==> config.mk <==
export PLATFORM = sky130hd
export DESIGN_NAME = redir_regfile
export DESIGN_NICKNAME = d
export VERILOG_FILES = /design/src/rtl/redir_pkg.sv /design/src/rtl/redir_index_decode.sv /design/src/rtl/redir_entry.sv /design/src/rtl/redir_regfile.sv
export SDC_FILE = /design/constraint.sdc
export NUM_CORES = 1
export LEC_CHECK = 0
export ABC_AREA = 1
export BUFFER_PORTS_ARGS = -buffer_cell sky130_fd_sc_hd__buf_2
export CAP_MARGIN = 20
export CORE_AREA = 2 2 633 635
export DETAILED_ROUTE_END_ITERATION = 10
export DIE_AREA = 0 0 635 637
export SYNTH_ARGS = -nofsm -noshare
export SYNTH_HDL_FRONTEND = slang
export SYNTH_SLANG_ARGS = --single-unit
==> constraint.sdc <==
create_clock -name clk -period 7.1 [get_ports clk]
set_clock_uncertainty 0.15 [all_clocks]
set_input_delay 1.42 -clock clk [delete_from_list [all_inputs] [get_ports clk]]
set_output_delay 1.42 -clock clk [all_outputs]
set_load 0.05 [all_outputs]
==> src/rtl/redir_pkg.sv <==
package redir_pkg;

    typedef enum logic [2:0] {
        RK_ID   = 3'd0,
        RK_VER  = 3'd1,
        RK_ARB  = 3'd2,
        RK_TAB  = 3'd3,
        RK_NONE = 3'd4
    } reg_kind_e;

    // bus window byte offsets
    localparam logic [7:0] WIN_INDEX_OFF = 8'h00;
    localparam logic [7:0] WIN_DATA_OFF  = 8'h10;

    // internal index map
    localparam logic [7:0] IDX_ID   = 8'h00;
    localparam logic [7:0] IDX_VER  = 8'h01;
    localparam logic [7:0] IDX_ARB  = 8'h02;
    localparam int         TAB_BASE = 16;

    // writable bits of each entry half
    localparam logic [31:0] LO_KEEP  = 32'h0001_AFFF;
    localparam logic [31:0] HI_KEEP  = 32'hFF00_0000;
    localparam logic [31:0] LO_RESET = 32'h0001_0000;
    localparam logic [31:0] HI_RESET = 32'h0000_0000;

endpackage

==> src/rtl/redir_index_decode.sv <==
module redir_index_decode
    import redir_pkg::*;
#(
    parameter int NUM_ENTRIES = 24,
    localparam int ENT_W = (NUM_ENTRIES > 1) ? $clog2(NUM_ENTRIES) : 1
) (
    input  logic [7:0]       idx,
    output reg_kind_e        kind,
    output logic [ENT_W-1:0] ent,
    output logic             hi
);

    localparam int TAB_END = TAB_BASE + 2 * NUM_ENTRIES;

    logic [7:0] rel;

    always_comb begin
        rel  = idx - 8'(TAB_BASE);
        ent  = rel[ENT_W:1];
        hi   = idx[0];
        kind = RK_NONE;
        if (idx == IDX_ID) begin
            kind = RK_ID;
        end else if (idx == IDX_VER) begin
            kind = RK_VER;
        end else if (idx == IDX_ARB) begin
            kind = RK_ARB;
        end else if (int'(idx) >= TAB_BASE && int'(idx) < TAB_END) begin
            kind = RK_TAB;
        end
    end

endmodule

==> src/rtl/redir_entry.sv <==
module redir_entry
    import redir_pkg::*;
(
    input  logic        clk,
    input  logic        rst_n,
    input  logic        wr_lo,
    input  logic        wr_hi,
    input  logic [31:0] wdata,
    output logic [63:0] entry
);

    typedef struct packed {
        logic [31:0] hi;
        logic [31:0] lo;
    } entry_t;

    entry_t ent_d, ent_q;

    always_comb begin
        ent_d = ent_q;
        if (wr_lo) ent_d.lo = wdata & LO_KEEP;
        if (wr_hi) ent_d.hi = wdata & HI_KEEP;
    end

    always_ff @(posedge clk) begin
        if (!rst_n) begin
            ent_q.lo <= LO_RESET;
            ent_q.hi <= HI_RESET;
        end else begin
            ent_q <= ent_d;
        end
    end

    assign entry = ent_q;


    lo_hold_chk: assert property (@(posedge clk) disable iff (!rst_n)
        !wr_lo |=> $stable(ent_q.lo));


    hi_hold_chk: assert property (@(posedge clk) disable iff (!rst_n)
        !wr_hi |=> $stable(ent_q.hi));

endmodule

==> src/rtl/redir_regfile.sv <==
module redir_regfile
    import redir_pkg::*;
#(
    parameter int          NUM_ENTRIES = 24,
    parameter logic [7:0]  ID_INIT     = 8'h00,
    parameter logic [7:0]  VERSION     = 8'h11,
    localparam int         ENT_W       = (NUM_ENTRIES > 1) ? $clog2(NUM_ENTRIES) : 1,
    localparam int         FLAT_W      = 64 * NUM_ENTRIES
) (
    input  logic              clk,
    input  logic              rst_n,
    input  logic              req_valid,
    input  logic              req_write,
    input  logic [7:0]        req_offset,
    input  logic [31:0]       req_wdata,
    output logic              rsp_valid,
    output logic              rsp_err,
    output logic [31:0]       rsp_rdata,
    output logic [FLAT_W-1:0] entries_flat
);

    if (ID_INIT == 8'hFF) begin : g_bad_id
        $error("ID_INIT must be below 0xFF");
    end
    if (NUM_ENTRIES < 2 || NUM_ENTRIES > 120) begin : g_bad_size
        $error("NUM_ENTRIES must lie in 2..120");
    end

    localparam logic [31:0] VER_WORD = {8'h00, 8'(NUM_ENTRIES - 1), 8'h00, VERSION};

    typedef struct packed {
        logic [7:0]  sel;
        logic [7:0]  id;
        logic [7:0]  arb;
        logic        vld;
        logic        err;
        logic [31:0] rdata;
    } win_state_t;

    win_state_t st_d, st_q;

    reg_kind_e        kind;
    logic [ENT_W-1:0] ent;
    logic             ent_hi;
    logic [63:0]      ent_arr [NUM_ENTRIES];
    logic             at_index, at_data, tab_we;
    logic [31:0]      sel_rd;

    redir_index_decode #(.NUM_ENTRIES(NUM_ENTRIES)) u_decode (
        .idx  (st_q.sel),
        .kind (kind),
        .ent  (ent),
        .hi   (ent_hi)
    );

    assign at_index = (req_offset == WIN_INDEX_OFF);
    assign at_data  = (req_offset == WIN_DATA_OFF);
    assign tab_we   = req_valid && req_write && at_data && (kind == RK_TAB);

    for (genvar i = 0; i < NUM_ENTRIES; i++) begin : g_entry
        logic hit;
        assign hit = tab_we && (int'(ent) == i);
        redir_entry u_entry (
            .clk   (clk),
            .rst_n (rst_n),
            .wr_lo (hit && !ent_hi),
            .wr_hi (hit && ent_hi),
            .wdata (req_wdata),
            .entry (ent_arr[i])
        );
        assign entries_flat[64*i +: 64] = ent_arr[i];
    end

    always_comb begin
        case (kind)
            RK_ID:   sel_rd = {st_q.id, 24'h0};
            RK_VER:  sel_rd = VER_WORD;
            RK_ARB:  sel_rd = {st_q.arb, 24'h0};
            RK_TAB:  sel_rd = ent_hi ? ent_arr[ent][63:32] : ent_arr[ent][31:0];
            default: sel_rd = 32'h0;
        endcase
    end

    always_comb begin
        st_d       = st_q;
        st_d.vld   = req_valid;
        st_d.err   = 1'b0;
        st_d.rdata = 32'h0;
        if (req_valid) begin
            if (at_index) begin
                if (req_write) st_d.sel   = req_wdata[7:0];
                else           st_d.rdata = {24'h0, st_q.sel};
            end else if (at_data) begin
                if (req_write) begin
                    if (kind == RK_ID)  st_d.id  = req_wdata[31:24];
                    if (kind == RK_ARB) st_d.arb = req_wdata[31:24];
                end else begin
                    st_d.rdata = sel_rd;
                end
            end else begin
                st_d.err = 1'b1;
            end
        end
    end

    always_ff @(posedge clk) begin
        if (!rst_n) begin
            st_q     <= '0;
            st_q.id  <= ID_INIT;
            st_q.arb <= ID_INIT;
        end else begin
            st_q <= st_d;
        end
    end

    assign rsp_valid = st_q.vld;
    assign rsp_err   = st_q.err;
    assign rsp_rdata = st_q.rdata;


    rsp_follows_req_chk: assert property (@(posedge clk) disable iff (!rst_n)
        req_valid |=> rsp_valid);


    no_spurious_rsp_chk: assert property (@(posedge clk) disable iff (!rst_n)
        !req_valid |=> !rsp_valid);


    bad_offset_err_chk: assert property (@(posedge clk) disable iff (!rst_n)
        (req_valid && !at_index && !at_data) |=> (rsp_err && rsp_valid && rsp_rdata == 32'h0));


    bad_offset_keeps_sel_chk: assert property (@(posedge clk) disable iff (!rst_n)
        (req_valid && !at_index && !at_data) |=> $stable(st_q.sel));


    ver_write_ignored_chk: assert property (@(posedge clk) disable iff (!rst_n)
        (req_valid && req_write && at_data && st_q.sel == IDX_VER)
            |=> ($stable(st_q.id) && $stable(st_q.arb)));


    index_readback_chk: assert property (@(posedge clk) disable iff (!rst_n)
        (req_valid && !req_write && at_index) |=> (rsp_rdata[31:8] == 24'h0));

endmodule

**Word-level counts from Yosys, hierarchy flattened**

Cells that the tools add are included.

- Muxes and demuxes: 14
- $lt $le $gt $ge: 3
- Add/subtract/negate cells: 1
- Reduce and logical (&&, ||, !) cells: 86
- Eq/ne operators: 29
- Bitwise operators: 4

Operators with widths:

| operator | count |
|---|---|
| binary-select mux 64 bit (select 5 bit) | 1 |
| two-way mux 32 bit | 4 |
| two-way mux 64 bit | 2 |
| case mux 32 bit (4 select lines) | 1 |
| == test 5 bit (second input constant) | 16 |
| logical AND 1 bit | 76 |
| == test 5 x 4 -> 1 bit (second input constant) | 4 |
| logical NOT 8 bit | 2 |
| two-way mux 3 bit | 4 |
| == test 5 x 3 -> 1 bit (second input constant) | 2 |
| AND reduction 5 bit | 2 |
| == test 8 x 1 -> 1 bit (second input constant) | 1 |
| == test 8 x 2 -> 1 bit (second input constant) | 1 |
| == test 8 x 5 -> 1 bit (second input constant) | 1 |
| >= comparator 8 x 5 -> 1 bit (second input constant) | 1 |
| < comparator 8 x 7 -> 1 bit (second input constant) | 1 |
| two-way mux 8 bit | 1 |
| == test 3 x 2 -> 1 bit (second input constant) | 2 |
| >= comparator 6 bit (second input constant) | 1 |
| inverter 5 -> 6 bit | 1 |
| subtractor 6 x 5 -> 6 bit (second input constant) | 1 |
| == test 5 x 2 -> 1 bit (second input constant) | 1 |
| logical NOT 5 bit | 1 |
| == test 3 x 1 -> 1 bit (second input constant) | 1 |
| other kinds (7) | 9 |

- Flip-flop bits (word level): 610

**Longest topological paths before layout**

Gate-level depths: netlist (run 1).

- Depth after elaboration: 11
- Mapped depth: 15

**Modules after synthesis**

A second synthesis (run 1) with hierarchy kept.

- Cell total of the unflattened synthesis: 8060
- Area, all modules: 46801.1 µm²

By module, submodules not included:

| module | times used | sequential area each (µm²) | cells an instance | area an instance (µm²) |
|---|---|---|---|---|
| redir_entry | 24 | 460.4 | 186 | 1266.2 |
| redir_regfile | 1 | 1161.1 | 3566 | 16244.3 |
| redir_index_decode | 1 | 0.0 | 30 | 167.7 |

**Worst setup path after synthesis (run 1)**

Ideal clock, no wire load.

- Kind: in2reg
- Start: input req_offset[0]
- End: register g_entry[22].u_entry.ent_q, in the netlist g_entry[22].u_entry.entry[16]
- Path slack: 3.958 ns
- Setup time: 0.134 ns
- Arrival: 2.858 ns
- Data required time: 6.816 ns
- Stages on the path: 12
- Path through: inv_1 -> nand2_1 -> nor2_1 -> nand2_1 -> nor2_4 -> nand3_4 -> buf_12 -> nor2_4 -> nand2_1 -> buf_2 -> nand2_1 -> nand3_1

- Cells in the longest elaborated chain, start to end: 5

RTL lines:

| item | line | RTL |
|---|---|---|
| start, declared | redir_regfile.sv:14 | `input logic [7:0] req_offset,` |
| == test 8 x 5 -> 1 bit | redir_regfile.sv:57 | `assign at_data = (req_offset == WIN_DATA_OFF);` |
| logical AND 1 bit (2 in a row) | redir_regfile.sv:58 | `assign tab_we = req_valid && req_write && at_data && (kind == RK_TAB);` |
| logical AND 1 bit | redir_regfile.sv:62 | `assign hit = tab_we && (int'(ent) == i);` |
| logical AND 1 bit | redir_regfile.sv:66 | `.wr_lo (hit && !ent_hi),` |
| end signal, assigned | redir_entry.sv:30 | `ent_q <= ent_d;` |
| end, declared | redir_entry.sv:17 | `entry_t ent_d, ent_q;` |

Every way passes these cells.
A chain may end at the register's enable or synchronous reset.

**Final worst setup path (run 1)**

- Start: input req_offset[0]
- End: register g_entry[19].u_entry.ent_q, in the netlist g_entry[19].u_entry.entry[0]

- Cells in the longest elaborated chain, start to end: 5

RTL lines:

| item | line |
|---|---|
| == test 8 x 5 -> 1 bit | redir_regfile.sv:57 |
| logical AND 1 bit (2 in a row) | redir_regfile.sv:58 |
| logical AND 1 bit | redir_regfile.sv:62 |
| logical AND 1 bit | redir_regfile.sv:66 |
| end signal, assigned | redir_entry.sv:30 |
| end, declared | redir_entry.sv:17 |

Every way passes these cells.

==> run metrics, run 1 <==
Final Cycle Share=69.62%; simple-gate area share of the yosys netlist=a little under 30%; CTS max path bufs=3; FF-to-FF Start=st_q[50]$_SDFFE_PN0P_; YS warnings=0; hold crit path type=reg2reg; final worst setup slack=2.157 ns; #FFs+latches synth=about 600; Die ar.=404,500 um^2; synth cell count leaders=nand2_1 (1,439), buf_4 (1,035), dfxtp_1 (602); Fillers=between 40,000 and 50,000; Top Usage Layer GRT=met2; Mapped Avg Cell Area=6.955 um^2; CTS Root Cell=clkbuf_16; most numerous cell in the Yosys netlist=nand2_1; CP Launch Type=primary input; RSZ-0062 raised after global routing=no; Post-Synth Adder-Cell Area=0.1072%; Post-synth EDFFs=0; M1 GR Usage=between 10% and 20%; post-synthesis instance area=35,020 um^2; Detailed Routing Iterations Pass 1=6; PnR Total Power=8.635 mW; first-pass GRT wire length=between 300 and 400 mm; nets=5,505; vias=~34,000; Post-DRT Antenna Nets=0; total core area=between 300,000 and 400,000 um^2; post-synthesis cell count=around 5,000; Slew Viols, Final=0; critical path fanouts, max=25; Via density=3.135; post-synthesis xor/xnor area fraction=0%; WL/cell=22.90 um; # resized after CTS=0; Primary FF master, synth=dfxtp_1; largest net degree at the start of global routing=131; vias in the first global route=between 20,000 and 30,000; Final min period=roughly 4.9 ns; CTS buffer count=72; largest family of logic cells by synthesized area=simple AND/OR/NAND/NOR gates; Total Neg Setup Slack=0 ns; storage element area=between 10,000 and 15,000 um^2; cell area after layout=about 43,000 um^2; DRC Markers=0; clock slew at reported path FFs=0.06 ns; Critical Path Source=req_offset[0]; WS Path Type=in2reg; Crit. End Element=flop; P_leak=about 18 nW; H-tree Lvls=3; initial antenna violation count=33; num ports=about 1,600; Power Density=slightly above 200 nW/um^2; area share of the largest cell type after synthesis=approximately 34%; initial DRC count=between 4,000 and 5,000; Slew @ Worst Pin=around 1.2 ns; multi-input logic area=about 17,000 um^2; Setup WS pre-CTS=approximately 1.5 ns; fraction of registers with async set/reset=0%; Synth Area in Compound Gates=roughly a tenth; Worst slew margin=17.56%; port bufs=around 610; outcome=finished, final reports clean; grt met2 use=about a fifth; TritonCTS clock tree=yes; Max Freq=between 200 and 250 MHz; met3 Use GR=around 3.4%; CP required=7.46 ns; Detailed Route WL=roughly 250 mm; Setup Fix Bufs, Post-CTS=0; cts hold-fix bufs=0; Max-Cap Viols=0; Final Hold Viols=0; area leader, netlist=dfxtp_1; Placer Congestion=approximately 0.86; fraction of layout cells with a size suffix above 1=between 15 and 20%; mux share of post-synthesis cell area=0%; final number of setup-violating endpoints=0; GR Overflow Total=0; worst vdd ir=0.2458 mV; DP HPWL=a little under 200 mm; die span in y=about 640 um; Die W=635 um; GRT Total Usage=11.53%; synth unique cells=33; Hold Crit Start=st_q[49]$_SDFFE_PN0P_; Starting Density=8.801%; num rows=232; dpl cell area=approximately 40,000 um^2; Clock Latency Late Sink=~0.7 ns; CTS sink count=602; arrival time of the worst setup path=5.30 ns; Area contributors post-synth=dfxtp_1 (34%), buf_4 (22%), nand2_1 (15%); Layout area overhead=21.44%; post-synthesis sequential area ratio=between 30% and 40%
[worst paths after layout]
check                                         endpoint  slack, ns  cells past startpoint
min                              st_q[49]$_SDFFE_PN0P_       0.31                      2
min reg2reg                      st_q[49]$_SDFFE_PN0P_       0.31                      2
max reg2reg  g_entry[19].u_entry.entry[0]$_SDFFE_PN0P_       2.39                      8
max          g_entry[19].u_entry.entry[0]$_SDFFE_PN0P_       2.16                     12
[registers in the layout, summed over array words and instances (netlist names)]
| register | count |
|---|---|
| rsp_err | 1 |
| rsp_valid | 1 |
| rsp_rdata | 24 |
| g_entry.u_entry.entry | 552 |
| st_q | 24 |
[cells by family (layout without fill, tap and decap cells)]
kind of cell               count (synthesis)  count (layout)
DFF                                      602             602
AOI/OAI and AO/OA                        619             619
adders and majority gates                  3               3
other                                      1             996
and+or+nand+nor                         2390            2390
buffers and inverters                   1421             908
[metrics by stage]
| step | std cells | hold slack (ns) | utilization [%] |
|---|---|---|---|
| 5_1_grt | 10780 | 0.3371 | 10.68 |
| 3_3_place_gp | 10650 | 0.3010 | 10.09 |
| 2_1_floorplan | 6025 | 0.2761 | - |
| 6_report | 10780 | 0.3132 | 10.69 |
| 3_5_place_dp | 10650 | 0.3068 | 10.09 |
| 4_1_cts | 10780 | 0.3152 | 10.68 |
[layer usage]
| metal | wire, um | vias up | part of all wire, % |
|---|---|---|---|
| li1 | - | 15090 | - |
| met1 | 92890 | 16220 | 38 |
| met2 | 115100 | 2174 | 47 |
| met3 | 23630 | 311 | 9.6 |
| met4 | 15340 | 6 | 6.2 |
| met5 | 34 | - | 0.014 |
[worst max-delay path, stage by stage]
cell and delay (ns):
buf_2 0.10, inv_1 0.07, nand2_1 0.06, nor2_1 0.13, nand2_1 0.36, nor2_4 0.46
nand3_4 0.59, buf_4 0.49, nor2_8 0.49, nand2_1 0.74, nand2_1 0.24, a21oi_1 0.09
[power breakdown]
| part | internal (mW) | leakage, nW | switching [mW] |
|---|---|---|---|
| clock network | 2.08 | 1.15 | 1.80 |
| logic | 0.0255 | 11.7 | 1.35 |
| registers | 3.38 | 4.85 | 0.000575 |
[layout make-up]
type,count,share of cell area [%]
clock inverter,27,0.7325
sequential,602,28.35
inverter,67,0.6472
timing repair buffer,713,9.172
tap,5265,15.49
multi-input combinational,4002,40.79
antenna,6,0.03530
clock buffer,101,4.777
[cell usage in the layout, fill, tap and decap left out, types with 10 or more instances in the layout]
cell	count
conb_1	990
buf_4	94
clkbuf_1	18
nand4_1	34
nand3_1	576
a21oi_1	497
nand2_2	10
inv_1	58
buf_2	613
clkbuf_16	73
nor2_4	10
nand2_1	1439
dfxtp_1	600
o21ai_0	30
a22oi_1	90
nor2_8	13
clkbuf_8	10
nor2_1	284
No activity file was read; power rests on OpenSTA's default activity.
==> run 2: changes to the inputs <==
--- a/config.mk
+++ b/config.mk
@@ -5,12 +5,12 @@
 export SDC_FILE = /design/constraint.sdc
 export NUM_CORES = 1
 export LEC_CHECK = 0
-export ABC_AREA = 1
+export ABC_AREA = 0
 export BUFFER_PORTS_ARGS = -buffer_cell sky130_fd_sc_hd__buf_2
 export CAP_MARGIN = 20
-export CORE_AREA = 2 2 633 635
+export CORE_AREA = 2 2 636 638
 export DETAILED_ROUTE_END_ITERATION = 10
-export DIE_AREA = 0 0 635 637
+export DIE_AREA = 0 0 638 640
 export SYNTH_ARGS = -nofsm -noshare
 export SYNTH_HDL_FRONTEND = slang
 export SYNTH_SLANG_ARGS = --single-unit
==> constraint.sdc (replaced) <==
create_clock -name clk -period 4.3 [get_ports clk]
set_clock_uncertainty 0.15 [all_clocks]
set_input_delay 0.86 -clock clk [delete_from_list [all_inputs] [get_ports clk]]
set_output_delay 0.86 -clock clk [all_outputs]
set_load 0.05 [all_outputs]
==> run metrics, run 2 <==
vias=26,040 (was 33,810); FF-to-FF Start=st_q[55]$_SDFFE_PN0P_ (was st_q[50]$_SDFFE_PN0P_); flip-flop count of the largest register after layout=552 (unchanged); first-pass GRT wire length=226.1 mm (was 308.6 mm); Starting Density=8.679% (was 8.801%); Max-Cap Viols=0 (unchanged); port bufs=614 (unchanged); dpl cell area=40,470 um^2 (was 40,150 um^2); clock slew at reported path FFs=0.06 ns (about the same); CP peak stage delay=0.69 ns (was 0.74 ns); Die W=638 um (was 635 um); Final min period=3.704 ns; Min Hold Slack=0.3065 ns (was 0.3132 ns); Hold EP=st_q[39]$_SDFFE_PN0P_ (was st_q[49]$_SDFFE_PN0P_); CTS buffer count=68 (was 72); DP HPWL=146.4 mm (was 196.1 mm); Layout area overhead=22.40% (was 21.44%); synth cell count leaders=buf_4 (1,044), dfxtp_1 (602), mux2i_1 (389) (was nand2_1 (1,439), buf_4 (1,035), dfxtp_1 (602)); Via density=2.744 (was 3.135); most numerous cell in the Yosys netlist=buf_4 (was nand2_1); TritonCTS clock tree=yes (unchanged); CP Cell Sequence=inv_1 -> ha_1 -> or3b_2 -> or4_1 -> buf_4 -> mux2i_1 -> nand2_1 (was buf_2 -> inv_1 -> nand2_1 -> nor2_1 -> nand2_1 -> nor2_4 -> nand3_4 -> buf_4 -> nor2_8 -> nand2_1 -> nand2_1 -> a21oi_1); Post-Synth Adder-Cell Area=0.1077% (was 0.1072%); metal3 WL=13.75 mm (was 23.63 mm); CP Launch Type=flop (was primary input); reg2reg setup slack=0.60 ns (was 2.39 ns); total core area=401,400 um^2 (was 398,000 um^2); simple-gate area share of the yosys netlist=13.33% (was 29.12%); post-synthesis sequential area ratio=34.59% (was 34.41%); Final Hold Viols=0 (unchanged); Area contributors post-synth=dfxtp_1 (35%), buf_4 (22%), mux2i_1 (11%) (was dfxtp_1 (34%), buf_4 (22%), nand2_1 (15%)); DRC Markers=0 (unchanged); # resized after CTS=0 (unchanged); largest net degree at the start of global routing=251 (was 131); leading cell type in the layout, fill and taps excluded=conb_1 (was nand2_1); Setup Fix Bufs, Post-CTS=0 (unchanged); P_leak=18.60 nW (was 17.67 nW); Setup WS pre-CTS=0.5870 ns (was 1.517 ns); cell count of the worst reg-to-reg path=7 (was 8); Layout Cells excl Fill=9,490 (was 10,780); WS Path Type=reg2reg (was in2reg); Max Freq=between 200 and 300 MHz; WL/cell=18.99 um (was 22.90 um); vias in the first global route=22,330 (was 28,720); CTS Root Cell=clkbuf_16 (unchanged); mux share of post-synthesis cell area=19.09% (was 0%); Power Density=320.9 nW/um^2 (was 203.0 nW/um^2); worst vdd ir=0.2900 mV (was 0.2458 mV); Hold Crit Start=st_q[39]$_SDFFE_PN0P_ (was st_q[49]$_SDFFE_PN0P_); RSZ-0062 raised after global routing=no (unchanged); Detailed Routing Iterations Pass 1=5 (was 6); cell area after layout=42,650 um^2 (was 42,530 um^2); post-synthesis cell count=3,619 (was 5,036); end of the worst register-to-register path=g_entry[4].u_entry.entry[16]$_SDFFE_PN1P_ (was g_entry[19].u_entry.entry[0]$_SDFFE_PN0P_); placed cell count=9,352 (was 10,650); Top Layer Used=met5 (unchanged); Met1 Routed Length=70.49 mm (was 92.89 mm); post-synthesis instance area=34,840 um^2 (was 35,020 um^2); post-synthesis xor/xnor area fraction=0% (unchanged); num ports=1,614 (unchanged); Synth Area in Compound Gates=7.426% (was 9.567%); Clock Latency Late Sink=0.67 ns (was 0.71 ns); Primary FF master, synth=dfxtp_1 (unchanged); final number of setup-violating endpoints=0 (unchanged); critical path fanouts, max=15 (was 25); Die ar.=408,300 um^2 (was 404,500 um^2); Total Neg Setup Slack=0 ns (unchanged); die span in y=640 um (was 637 um); hold crit path type=reg2reg (unchanged); final worst setup slack=0.5960 ns (was 2.157 ns); Detailed Route WL=180.2 mm (was 247.0 mm); GR Overflow Total=0 (unchanged); arrival time of the worst setup path=4.06 ns (was 5.30 ns); fraction of registers with async set/reset=0% (unchanged); Final Cycle Share=between 80% and 90%; CTS max path bufs=3 (unchanged); Post-DRT Antenna Nets=0 (unchanged); CP required=4.66 ns (was 7.46 ns); PnR Total Power=13.69 mW (was 8.635 mW); num rows=233 (was 232); Slew @ Worst Pin=1.150 ns (was 1.234 ns); slowest CP cell=dfxtp_1 (was nand2_1); initial DRC count=2,419 (was 4,202); Worst Hold Depth=2 (unchanged); H-tree Lvls=3 (unchanged); Placer Congestion=0.8668 (was 0.8638); nets=4,182 (was 5,505); CTS sink count=602 (unchanged); synth unique cells=66 (was 33); GRT Total Usage=8.249% (was 11.53%); YS warnings=0 (unchanged); Worst slew margin=23.13% (was 17.56%); cts hold-fix bufs=0 (unchanged); Post-synth EDFFs=0 (unchanged); fraction of layout cells with a size suffix above 1=26.09% (was 16.06%); Buf/Inv on CP=2 (was 3); #FFs+latches synth=602 (unchanged); area share of the largest cell type after synthesis=34.59% (was 34.41%); initial antenna violation count=30 (was 33); Mapped Avg Cell Area=9.628 um^2 (was 6.955 um^2); outcome=finished, final reports clean (unchanged); Util after Layout=10.62% (was 10.69%); met2 routed WL=88.69 mm (was 115.1 mm); largest family of logic cells by synthesized area=buffers and inverters (was simple AND/OR/NAND/NOR gates); Slew Viols, Final=0 (unchanged); Crit. End Element=flop (unchanged); Crit path max-delay family=simple AND/OR/NAND/NOR gates (unchanged); most frequent cells in the layout=conb_1 (990), buf_2 (613), dfxtp_1 (598) (was nand2_1 (1,439), conb_1 (990), buf_2 (613)); area leader, netlist=dfxtp_1 (unchanged)
run 2: cell families after synthesis:
logic type / count (synthesis)
buffers and inverters: 1280
AND/OR/NAND/NOR: 872
other: 1
multiplexers: 513
adder cells (fa/ha/maj): 3
AO/OA/AOI/OAI: 348
flip-flops: 602
run 2: cell type report:
class	count	area (um^2)
Fill cell	46180	358800
Multi-Input combinational cell	2726	17680
Sequential cell	602	12060
Tap cell	5287	6615
Timing Repair Buffer	731	4086
Clock buffer	101	1978
Clock inverter	16	146.4
Antenna cell	21	52.55
Inverter	6	22.52
run 2: layer usage:
metal,GRT usage (%),vias up
li1,-,11380
met3,1.966,167
met2,14.04,1456
met4,3.299,2
met1,9.928,13040
met5,0,-
run 2: power by group:
part	total (mW)	internal (mW)	switching [mW]
clock network	5.86	3.21	2.65
logic	2.25	0.0920	2.16
registers	5.58	5.57	0.000695
run 2: worst max path at each step:
stage | slack [ns] | from | depth (start not counted) | endpoint
detailed placement | 0.59 | req_offset[3] | 8 | g_entry[21].u_entry.entry[16]$_SDFFE_PN1P_
global route | 0.51 | st_q[55]$_SDFFE_PN0P_ | 6 | g_entry[5].u_entry.entry[62]$_SDFFE_PN0P_
CTS | 0.59 | st_q[55]$_SDFFE_PN0P_ | 6 | g_entry[5].u_entry.entry[60]$_SDFFE_PN0P_
finish | 0.60 | st_q[55]$_SDFFE_PN0P_ | 7 | g_entry[4].u_entry.entry[16]$_SDFFE_PN1P_
global placement | 0.60 | req_offset[3] | 8 | g_entry[21].u_entry.entry[16]$_SDFFE_PN1P_
floorplan | 1.34 | st_q[54]$_SDFFE_PN0P_ | 11 | g_entry[12].u_entry.entry[16]$_SDFFE_PN1P_
run 2: worst register-to-register path: stages (launching register included):
cell and delay, ns:
dfxtp_1 0.69, inv_1 0.18, ha_1 0.69, or3b_2 0.69, or4_1 0.56, buf_4 0.27
mux2i_1 0.27, nand2_1 0.07
